===== src/rtl/vla_pkg.sv =====
package vla_pkg;
   typedef enum logic [1:0] {
      OP_ADD = 2'd0,
      OP_SUB = 2'd1,
      OP_MUL = 2'd2,
      OP_XOR = 2'd3
   } vla_op_e;

   typedef enum logic [1:0] {
      SQ_IDLE  = 2'd0,
      SQ_ISSUE = 2'd1,
      SQ_DRAIN = 2'd2
   } vla_state_e;
endpackage


===== src/rtl/vla_seq.sv =====
module vla_seq
   import vla_pkg::*;
#(
   parameter int NUM_REGS = 16,
   parameter int MAX_VL   = 64,
   parameter int LANES    = 4,
   localparam int RW      = $clog2(NUM_REGS),
   localparam int VLW     = $clog2(MAX_VL + 1),
   localparam int NGRP    = MAX_VL / LANES,
   localparam int GW      = (NGRP > 1) ? $clog2(NGRP) : 1
)(
   input  logic             clk,
   input  logic             rst_n,
   input  logic             start_i,
   input  logic [1:0]       op_i,
   input  logic [RW-1:0]    src_a_i,
   input  logic [RW-1:0]    src_b_i,
   input  logic [RW-1:0]    dst_i,
   input  logic [VLW-1:0]   vl_i,
   input  logic             drain_last_i,
   output logic             iss_o,
   output logic [LANES-1:0] iss_mask_o,
   output logic             iss_last_o,
   output logic [GW-1:0]    grp_o,
   output vla_op_e          op_o,
   output logic [RW-1:0]    reg_a_o,
   output logic [RW-1:0]    reg_b_o,
   output logic [RW-1:0]    reg_d_o,
   output logic [VLW-1:0]   vl_act_o,
   output logic             done_o
);
   vla_state_e      state_q;
   logic [GW-1:0]   grp_q;
   logic [VLW-1:0]  vl_q;
   logic [VLW-1:0]  vl_eff;
   vla_op_e         op_q;
   logic [RW-1:0]   ra_q, rb_q, rd_q;
   logic            done_q;
   logic            accept;

   assign vl_eff = (int'(vl_i) > MAX_VL) ? VLW'(MAX_VL) : vl_i;
   assign accept = (state_q == SQ_IDLE) && start_i;
   assign iss_last_o = ((int'(grp_q) + 1) * LANES) >= int'(vl_q);

   for (genvar l = 0; l < LANES; l++) begin : g_mask
      assign iss_mask_o[l] = (state_q == SQ_ISSUE) &&
                             ((int'(grp_q) * LANES + l) < int'(vl_q));
   end

   always_ff @(posedge clk or negedge rst_n) begin
      if (!rst_n) begin
         state_q <= SQ_IDLE;
         grp_q   <= '0;
         vl_q    <= '0;
         op_q    <= OP_ADD;
         ra_q    <= '0;
         rb_q    <= '0;
         rd_q    <= '0;
         done_q  <= 1'b0;
      end else begin
         done_q <= 1'b0;
         case (state_q)
            SQ_IDLE: begin
               if (start_i) begin
                  op_q  <= vla_op_e'(op_i);
                  ra_q  <= src_a_i;
                  rb_q  <= src_b_i;
                  rd_q  <= dst_i;
                  vl_q  <= vl_eff;
                  grp_q <= '0;
                  if (vl_eff == '0) done_q  <= 1'b1;
                  else              state_q <= SQ_ISSUE;
               end
            end
            SQ_ISSUE: begin
               if (iss_last_o) state_q <= SQ_DRAIN;
               else            grp_q   <= grp_q + 1'b1;
            end
            SQ_DRAIN: begin
               if (drain_last_i) begin
                  done_q  <= 1'b1;
                  state_q <= SQ_IDLE;
               end
            end
            default: state_q <= SQ_IDLE;
         endcase
      end
   end

   assign iss_o    = (state_q == SQ_ISSUE);
   assign grp_o    = grp_q;
   assign op_o     = op_q;
   assign reg_a_o  = ra_q;
   assign reg_b_o  = rb_q;
   assign reg_d_o  = rd_q;
   assign vl_act_o = vl_q;
   assign done_o   = done_q;

   // a start seen mid-instruction leaves the latched instruction alone
   p_busy_start_ignored_r9: assert property (@(posedge clk) disable iff (!rst_n)
      (state_q != SQ_IDLE && start_i) |=> ($stable(rd_q) && $stable(vl_q) && $stable(op_q)));

   // an accepted zero-length instruction finishes next cycle without issuing
   p_zero_len_done_r7: assert property (@(posedge clk) disable iff (!rst_n)
      (accept && vl_eff == '0) |=> (done_o && !iss_o));
endmodule


===== src/rtl/vla_lane.sv =====
module vla_lane
   import vla_pkg::*;
#(
   parameter int ELEM_W = 16,
   parameter int DEPTH  = 6,
   localparam int CW    = $clog2(DEPTH + 1)
)(
   input  logic              clk,
   input  logic              rst_n,
   input  logic              in_valid_i,
   input  vla_op_e           op_i,
   input  logic [ELEM_W-1:0] a_i,
   input  logic [ELEM_W-1:0] b_i,
   output logic              out_valid_o,
   output logic [ELEM_W-1:0] out_data_o
);
   logic [ELEM_W-1:0] res;
   logic [ELEM_W-1:0] dat_q [DEPTH];
   logic [DEPTH-1:0]  vld_q;
   logic [CW-1:0]     idle_q;

   always_comb begin
      case (op_i)
         OP_ADD:  res = a_i + b_i;
         OP_SUB:  res = a_i - b_i;
         OP_MUL:  res = ELEM_W'(a_i * b_i);
         default: res = a_i ^ b_i;
      endcase
   end

   always_ff @(posedge clk or negedge rst_n) begin
      if (!rst_n) begin
         vld_q <= '0;
         for (int k = 0; k < DEPTH; k++) dat_q[k] <= '0;
      end else begin
         vld_q[0] <= in_valid_i;
         dat_q[0] <= res;
         for (int k = 1; k < DEPTH; k++) begin
            vld_q[k] <= vld_q[k-1];
            dat_q[k] <= dat_q[k-1];
         end
      end
   end

   assign out_valid_o = vld_q[DEPTH-1];
   assign out_data_o  = dat_q[DEPTH-1];

   // cycles since the last operand entered, saturating at DEPTH
   always_ff @(posedge clk or negedge rst_n) begin
      if (!rst_n)                idle_q <= CW'(DEPTH);
      else if (in_valid_i)       idle_q <= '0;
      else if (idle_q != CW'(DEPTH)) idle_q <= idle_q + 1'b1;
   end

   // once DEPTH idle cycles have passed the lane has drained
   p_lane_drained_r6: assert property (@(posedge clk) disable iff (!rst_n)
      (idle_q == CW'(DEPTH)) |-> !out_valid_o);
endmodule


===== src/rtl/vec_lane_alu.sv =====
module vec_lane_alu
   import vla_pkg::*;
#(
   parameter int NUM_REGS = 16,
   parameter int MAX_VL   = 64,
   parameter int LANES    = 4,
   parameter int ELEM_W   = 16,
   parameter int DEPTH    = 6,
   localparam int RW      = $clog2(NUM_REGS),
   localparam int VLW     = $clog2(MAX_VL + 1),
   localparam int NGRP    = MAX_VL / LANES,
   localparam int GW      = (NGRP > 1) ? $clog2(NGRP) : 1,
   localparam int DW      = LANES * ELEM_W
)(
   input  logic             clk,
   input  logic             rst_n,
   input  logic             start_i,
   input  logic [1:0]       op_i,
   input  logic [RW-1:0]    src_a_i,
   input  logic [RW-1:0]    src_b_i,
   input  logic [RW-1:0]    dst_i,
   input  logic [VLW-1:0]   vl_i,
   output logic             rd_en_o,
   output logic [RW-1:0]    rd_reg_a_o,
   output logic [RW-1:0]    rd_reg_b_o,
   output logic [GW-1:0]    rd_grp_o,
   input  logic [DW-1:0]    rd_data_a_i,
   input  logic [DW-1:0]    rd_data_b_i,
   output logic [LANES-1:0] wr_en_o,
   output logic [RW-1:0]    wr_reg_o,
   output logic [GW-1:0]    wr_grp_o,
   output logic [DW-1:0]    wr_data_o,
   output logic             done_o
);
   if (LANES < 1 || (MAX_VL % LANES) != 0) begin : g_bad_lanes
      $error("vec_lane_alu: MAX_VL must be a multiple of LANES");
   end
   if (DEPTH < 1) begin : g_bad_depth
      $error("vec_lane_alu: DEPTH must be at least one");
   end
   if (NUM_REGS < 2 || ELEM_W < 1) begin : g_bad_size
      $error("vec_lane_alu: register count or element width out of range");
   end

   logic             iss;
   logic [LANES-1:0] iss_mask;
   logic             iss_last;
   logic [GW-1:0]    grp;
   vla_op_e          op;
   logic [RW-1:0]    reg_d;
   logic [VLW-1:0]   vl_act;
   logic             drain_last;

   logic [DEPTH-1:0] tag_v_q;
   logic [DEPTH-1:0] tag_last_q;
   logic [GW-1:0]    tag_grp_q [DEPTH];

   vla_seq #(.NUM_REGS(NUM_REGS), .MAX_VL(MAX_VL), .LANES(LANES)) u_seq (
      .clk          (clk),
      .rst_n        (rst_n),
      .start_i      (start_i),
      .op_i         (op_i),
      .src_a_i      (src_a_i),
      .src_b_i      (src_b_i),
      .dst_i        (dst_i),
      .vl_i         (vl_i),
      .drain_last_i (drain_last),
      .iss_o        (iss),
      .iss_mask_o   (iss_mask),
      .iss_last_o   (iss_last),
      .grp_o        (grp),
      .op_o         (op),
      .reg_a_o      (rd_reg_a_o),
      .reg_b_o      (rd_reg_b_o),
      .reg_d_o      (reg_d),
      .vl_act_o     (vl_act),
      .done_o       (done_o)
   );

   // group tag pipeline shared by all lanes, same depth as each lane
   always_ff @(posedge clk or negedge rst_n) begin
      if (!rst_n) begin
         tag_v_q    <= '0;
         tag_last_q <= '0;
         for (int k = 0; k < DEPTH; k++) tag_grp_q[k] <= '0;
      end else begin
         tag_v_q[0]    <= iss;
         tag_last_q[0] <= iss && iss_last;
         tag_grp_q[0]  <= grp;
         for (int k = 1; k < DEPTH; k++) begin
            tag_v_q[k]    <= tag_v_q[k-1];
            tag_last_q[k] <= tag_last_q[k-1];
            tag_grp_q[k]  <= tag_grp_q[k-1];
         end
      end
   end

   assign drain_last = tag_v_q[DEPTH-1] && tag_last_q[DEPTH-1];

   for (genvar l = 0; l < LANES; l++) begin : g_lane
      vla_lane #(.ELEM_W(ELEM_W), .DEPTH(DEPTH)) u_lane (
         .clk         (clk),
         .rst_n       (rst_n),
         .in_valid_i  (iss_mask[l]),
         .op_i        (op),
         .a_i         (rd_data_a_i[l*ELEM_W +: ELEM_W]),
         .b_i         (rd_data_b_i[l*ELEM_W +: ELEM_W]),
         .out_valid_o (wr_en_o[l]),
         .out_data_o  (wr_data_o[l*ELEM_W +: ELEM_W])
      );
      if (l > 0) begin : g_prefix
         // an upper lane never writes unless the lane below it does
         p_lane_prefix_r5: assert property (@(posedge clk) disable iff (!rst_n)
            wr_en_o[l] |-> wr_en_o[l-1]);
      end
   end

   assign rd_en_o  = iss;
   assign rd_grp_o = grp;
   assign wr_reg_o = reg_d;
   assign wr_grp_o = tag_grp_q[DEPTH-1];

   // no write ever targets a group at or beyond the active count
   p_write_in_range_r8: assert property (@(posedge clk) disable iff (!rst_n)
      (|wr_en_o) |-> ((int'(wr_grp_o) * LANES) < int'(vl_act)));

   // done only ever follows the drain of a last group or a zero count
   p_done_source_r6: assert property (@(posedge clk) disable iff (!rst_n)
      done_o |-> ($past(drain_last) || ($past(start_i) && vl_act == '0)));
endmodule


===== config.mk =====
export PLATFORM = sky130hd
export DESIGN_NAME = vec_lane_alu
export DESIGN_NICKNAME = d
export VERILOG_FILES = /design/src/rtl/vla_pkg.sv /design/src/rtl/vla_seq.sv /design/src/rtl/vla_lane.sv /design/src/rtl/vec_lane_alu.sv
export SDC_FILE = /design/constraint.sdc
export NUM_CORES = 2
export LEC_CHECK = 0
export BUFFER_PORTS_ARGS = -buffer_cell sky130_fd_sc_hd__buf_2
export CAP_MARGIN = 20
export CORE_ASPECT_RATIO = 0.8
export CORE_MARGIN = 2
export CORE_UTILIZATION = 45
export CTS_CLUSTER_SIZE = 40
export DETAILED_ROUTE_END_ITERATION = 16
export PLACE_DENSITY_LB_ADDON = 0.1
export SYNTH_ARGS = -nofsm -noshare
export SYNTH_HDL_FRONTEND = slang
export SYNTH_SLANG_ARGS = --single-unit

===== constraint.sdc =====
create_clock -name clk -period 7.1 [get_ports clk]
set_input_delay 1.42 -clock clk [delete_from_list [all_inputs] [get_ports clk]]
set_output_delay 1.42 -clock clk [all_outputs]
set_load 0.02 [all_outputs]

==> qor.json <==
{
  "outcome": "completed",
  "synth.ff_latch_count": 472,
  "max-clock-path-buffers": 3,
  "grt_start_max_net_pins": 183,
  "cts.sinks": 472,
  "synthesis.instances": 3392,
  "skew_ns": 0.0211,
  "worst_pin_slew_ns": 1.06,
  "crit_path_max_fanout": 8,
  "groute.usage.overall_pct": 22.1,
  "cts_tree": "yes",
  "period_utilization_pct": 90.8,
  "worstSkewPairLatency_ns": 0.58,
  "critical_path_required_ns": 7.53,
  "timing.fmax_mhz": 155,
  "cp_cell_sequence": "buf_2, buf_4, and2_1, fa_1, inv_1, fa_1, inv_1, fa_1, fa_1, fa_1, inv_1, fa_1, inv_1, ha_1, or3_1, o31ai_1, xnor2_1, o211ai_1, a21boi_1",
  "leakage_power_total_nw": 18.2,
  "setup.worst_path.end_class": "register",
  "antenna_left": 0,
  "critPathMostFrequentCell": "sky130_fd_sc_hd__fa_1",
  "setup_violations": 0,
  "placement_rows": 90,
  "hold_path_class": "reg2reg",
  "area_taken_by_multi_input_logic_gates_sq_mm": 0.0198,
  "n_fill_cell": 7013,
  "synth_ff_type": "sky130_fd_sc_hd__dfrtp_1",
  "design_power_total_mw": 15.4,
  "grt_setup_unrepaired": "no",
  "critical_path_depth": 19,
  "detail_route.iter0.violations": 1265,
  "synth_async_sr_flop_share_pct": 100,
  "die_area_sq_mm": 0.0789,
  "clock_tree.root_cell": "sky130_fd_sc_hd__clkbuf_16",
  "placed_area_sq_mm": 0.0362,
  "grt_antenna_before_repair": 2,
  "synth_edf_count": 0,
  "finalHoldWorstSlack_ns": 0.332,
  "start_util_pct": 45.6,
  "finalWirelength_um": 84800,
  "final-hold-violation-count": 0,
  "max-cap-violations": 0,
  "final-max-slew-violation-count": 0,
  "start_kind": "input pin",
  "final_cell_area_sq_mm": 0.0378,
  "routed_wire_length_per_instance_um": 18.6,
  "core-area_sq_mm": 0.0757,
  "category_of_the_most_critical_setup_path": "in2reg",
  "mappedNetlistNets": 4171,
  "dp_hpwl_um": 64700,
  "cts-hold-fix-buffers": 0,
  "path_buf_inv": 6,
  "yosysWarnings": 0,
  "avgSynthCellArea_sq_um": 10.2,
  "critical-path-top-delay-family": "adder cells",
  "whs_path_depth": 0,
  "number_of_global_route_vias_before_repair": 24300,
  "reg2regPathDepth": 13,
  "buffer_ports.inserted": 241,
  "crit_path_top_delay_cell": "sky130_fd_sc_hd__fa_1",
  "layout.cells.most_common": "sky130_fd_sc_hd__inv_1",
  "cts_htree_levels": 2,
  "arrival_ns": 6.87,
  "cts_made_buffers": 47,
  "cts_resized": 0,
  "grt_overflow_total": 0,
  "route.detailed.vias_per_inst": 5.05,
  "fp.dieW_um": 314,
  "drive_above_1_share_pct": 10.6,
  "slew_margin_rel_pct": 29.4,
  "number_of_distinct_library_cell_variants_in_the_gate_level_netlist_after_synthesis": 55,
  "area_grow_syn2layout_pct": 9.63,
  "grt_first_pass_wirelength_um": 136000,
  "post-route-min-period_ns": 6.44,
  "drtPass1Iterations": 5,
  "dieHeight_um": 252,
  "final_cell_mix": "486 x sky130_fd_sc_hd__inv_1, 470 x sky130_fd_sc_hd__dfrtp_1, 387 x sky130_fd_sc_hd__nand2_1",
  "pin_count": 242,
  "yosysSeqAreaShare_pct": 34.2,
  "cts.reportedPaths.clkPinSlew_ns": 0.06,
  "total_standard_cell_area_after_synthesis_sq_mm": 0.0345,
  "register_area_sq_mm": 0.0118,
  "via_count": 23100,
  "fin_tns_setup_ns": 0,
  "irDropWorstVdd_uv": 288,
  "nets": 4295,
  "p_per_area_mw_per_mm2": 408,
  "final_core_utilization_pct": 50.0,
  "cpPeakStageDelay_ns": 0.55,
  "drcViolationCount": 0,
  "post_cts.repair.setup_buffers": 0,
  "globalplace.congestion": 0.933
}
## cells in the mapped netlist (10+ instances only)
master	n	share of area (%)
sky130_fd_sc_hd__inv_1	486	5.3
sky130_fd_sc_hd__dfrtp_1	472	34
sky130_fd_sc_hd__nand2_1	387	4.2
sky130_fd_sc_hd__fa_1	324	19
sky130_fd_sc_hd__ha_1	303	11
sky130_fd_sc_hd__and2_1	258	4.7
sky130_fd_sc_hd__xnor2_1	192	4.9
sky130_fd_sc_hd__o21ai_0	119	1.7
sky130_fd_sc_hd__nor2_1	116	1.3
sky130_fd_sc_hd__a21oi_1	100	1.5
sky130_fd_sc_hd__clkbuf_1	97	1.1
sky130_fd_sc_hd__xor2_1	77	2.0
sky130_fd_sc_hd__buf_4	74	1.6
sky130_fd_sc_hd__nor3_1	52	0.75
sky130_fd_sc_hd__nand2b_1	38	0.69
sky130_fd_sc_hd__o211ai_1	37	0.80
sky130_fd_sc_hd__nand3_1	23	0.33
sky130_fd_sc_hd__nor2b_1	17	0.31
sky130_fd_sc_hd__o21a_1	17	0.37
sky130_fd_sc_hd__or3_1	17	0.31
sky130_fd_sc_hd__buf_2	16	0.23
sky130_fd_sc_hd__a211oi_1	14	0.30
sky130_fd_sc_hd__a21o_1	11	0.24
sky130_fd_sc_hd__mux2i_1	11	0.32
sky130_fd_sc_hd__nand3b_1	10	0.22
## flip-flops by register name, indices dropped and copies added (netlist names)
signal and count:
g_lane.u_lane.dat_q 320, g_lane.u_lane.out_data_o 64, g_lane.u_lane.vld_q 24, tag_grp_q 20, tag_last_q 6, tag_v_q 6
u_seq.done_o 1, u_seq.grp_o 4, u_seq.op_o 2, u_seq.reg_a_o 4, u_seq.reg_b_o 4, u_seq.reg_d_o 4
u_seq.state_q 2, u_seq.vl_act_o 7, wr_grp_o 4
## final cells by class
class,count,area share (%)
timing repair buffer,272,3.90
antenna,1,0.00661
clock inverter,22,0.850
inverter,487,4.83
sequential,472,31.2
clock buffer,64,3.46
multi-input combinational,2236,52.4
tap,1012,3.35
## logic make-up (layout without fill, tap and decap cells)
group,count (synthesis),count (layout),synth area share (%)
and+or+nand+nor,956,956,13.5
buffers and inverters,684,845,8.39
adders and majority gates,627,627,29.8
DFF,472,472,34.2
AOI/OAI and AO/OA,364,364,6.47
xor gates and xnor gates,278,278,7.32
muxes,11,11,0.319
other,0,1,0
## layer usage
metal  track usage, %  share of wire, %  vias to the layer above
li1                 -                 -                    10800
met5                0                 0                        -
met1             32.6                48                    11600
met2             33.8                44                      607
met3             4.17               6.6                      104
met4             4.92               1.9                        0
## worst paths after layout
check	startpoint	to	slack, ns
min reg2reg	g_lane[1].u_lane.dat_q[54]	g_lane[1].u_lane.dat_q[38]	0.33
max	rd_data_b_i[4]	g_lane[0].u_lane.dat_q[95]	0.66
max in group asynchronous	rst_n	g_lane[3].u_lane.dat_q[34]	4.68
max reg2reg	u_seq.op_o[0]	g_lane[2].u_lane.dat_q[95]	2.26
min	g_lane[1].u_lane.dat_q[54]	g_lane[1].u_lane.dat_q[38]	0.33
min in group asynchronous	rst_n	wr_grp_o[2]	0.89
## metrics by stage
step	cells	worst slack [ns]
floorplan	3392	0.581
global placement	4479	0.0344
detailed placement	4479	0.0545
CTS	4565	0.709
global route	4566	0.506
finish	4566	0.656
## power breakdown
group / total (mW) / internal [mW] / switching [mW]
registers: 3.96 / 3.70 / 0.267
clock network: 2.58 / 1.56 / 1.02
logic: 8.89 / 3.95 / 4.94
total: 15.4 / 9.20 / 6.23
Power figures use the tool's default switching activity.
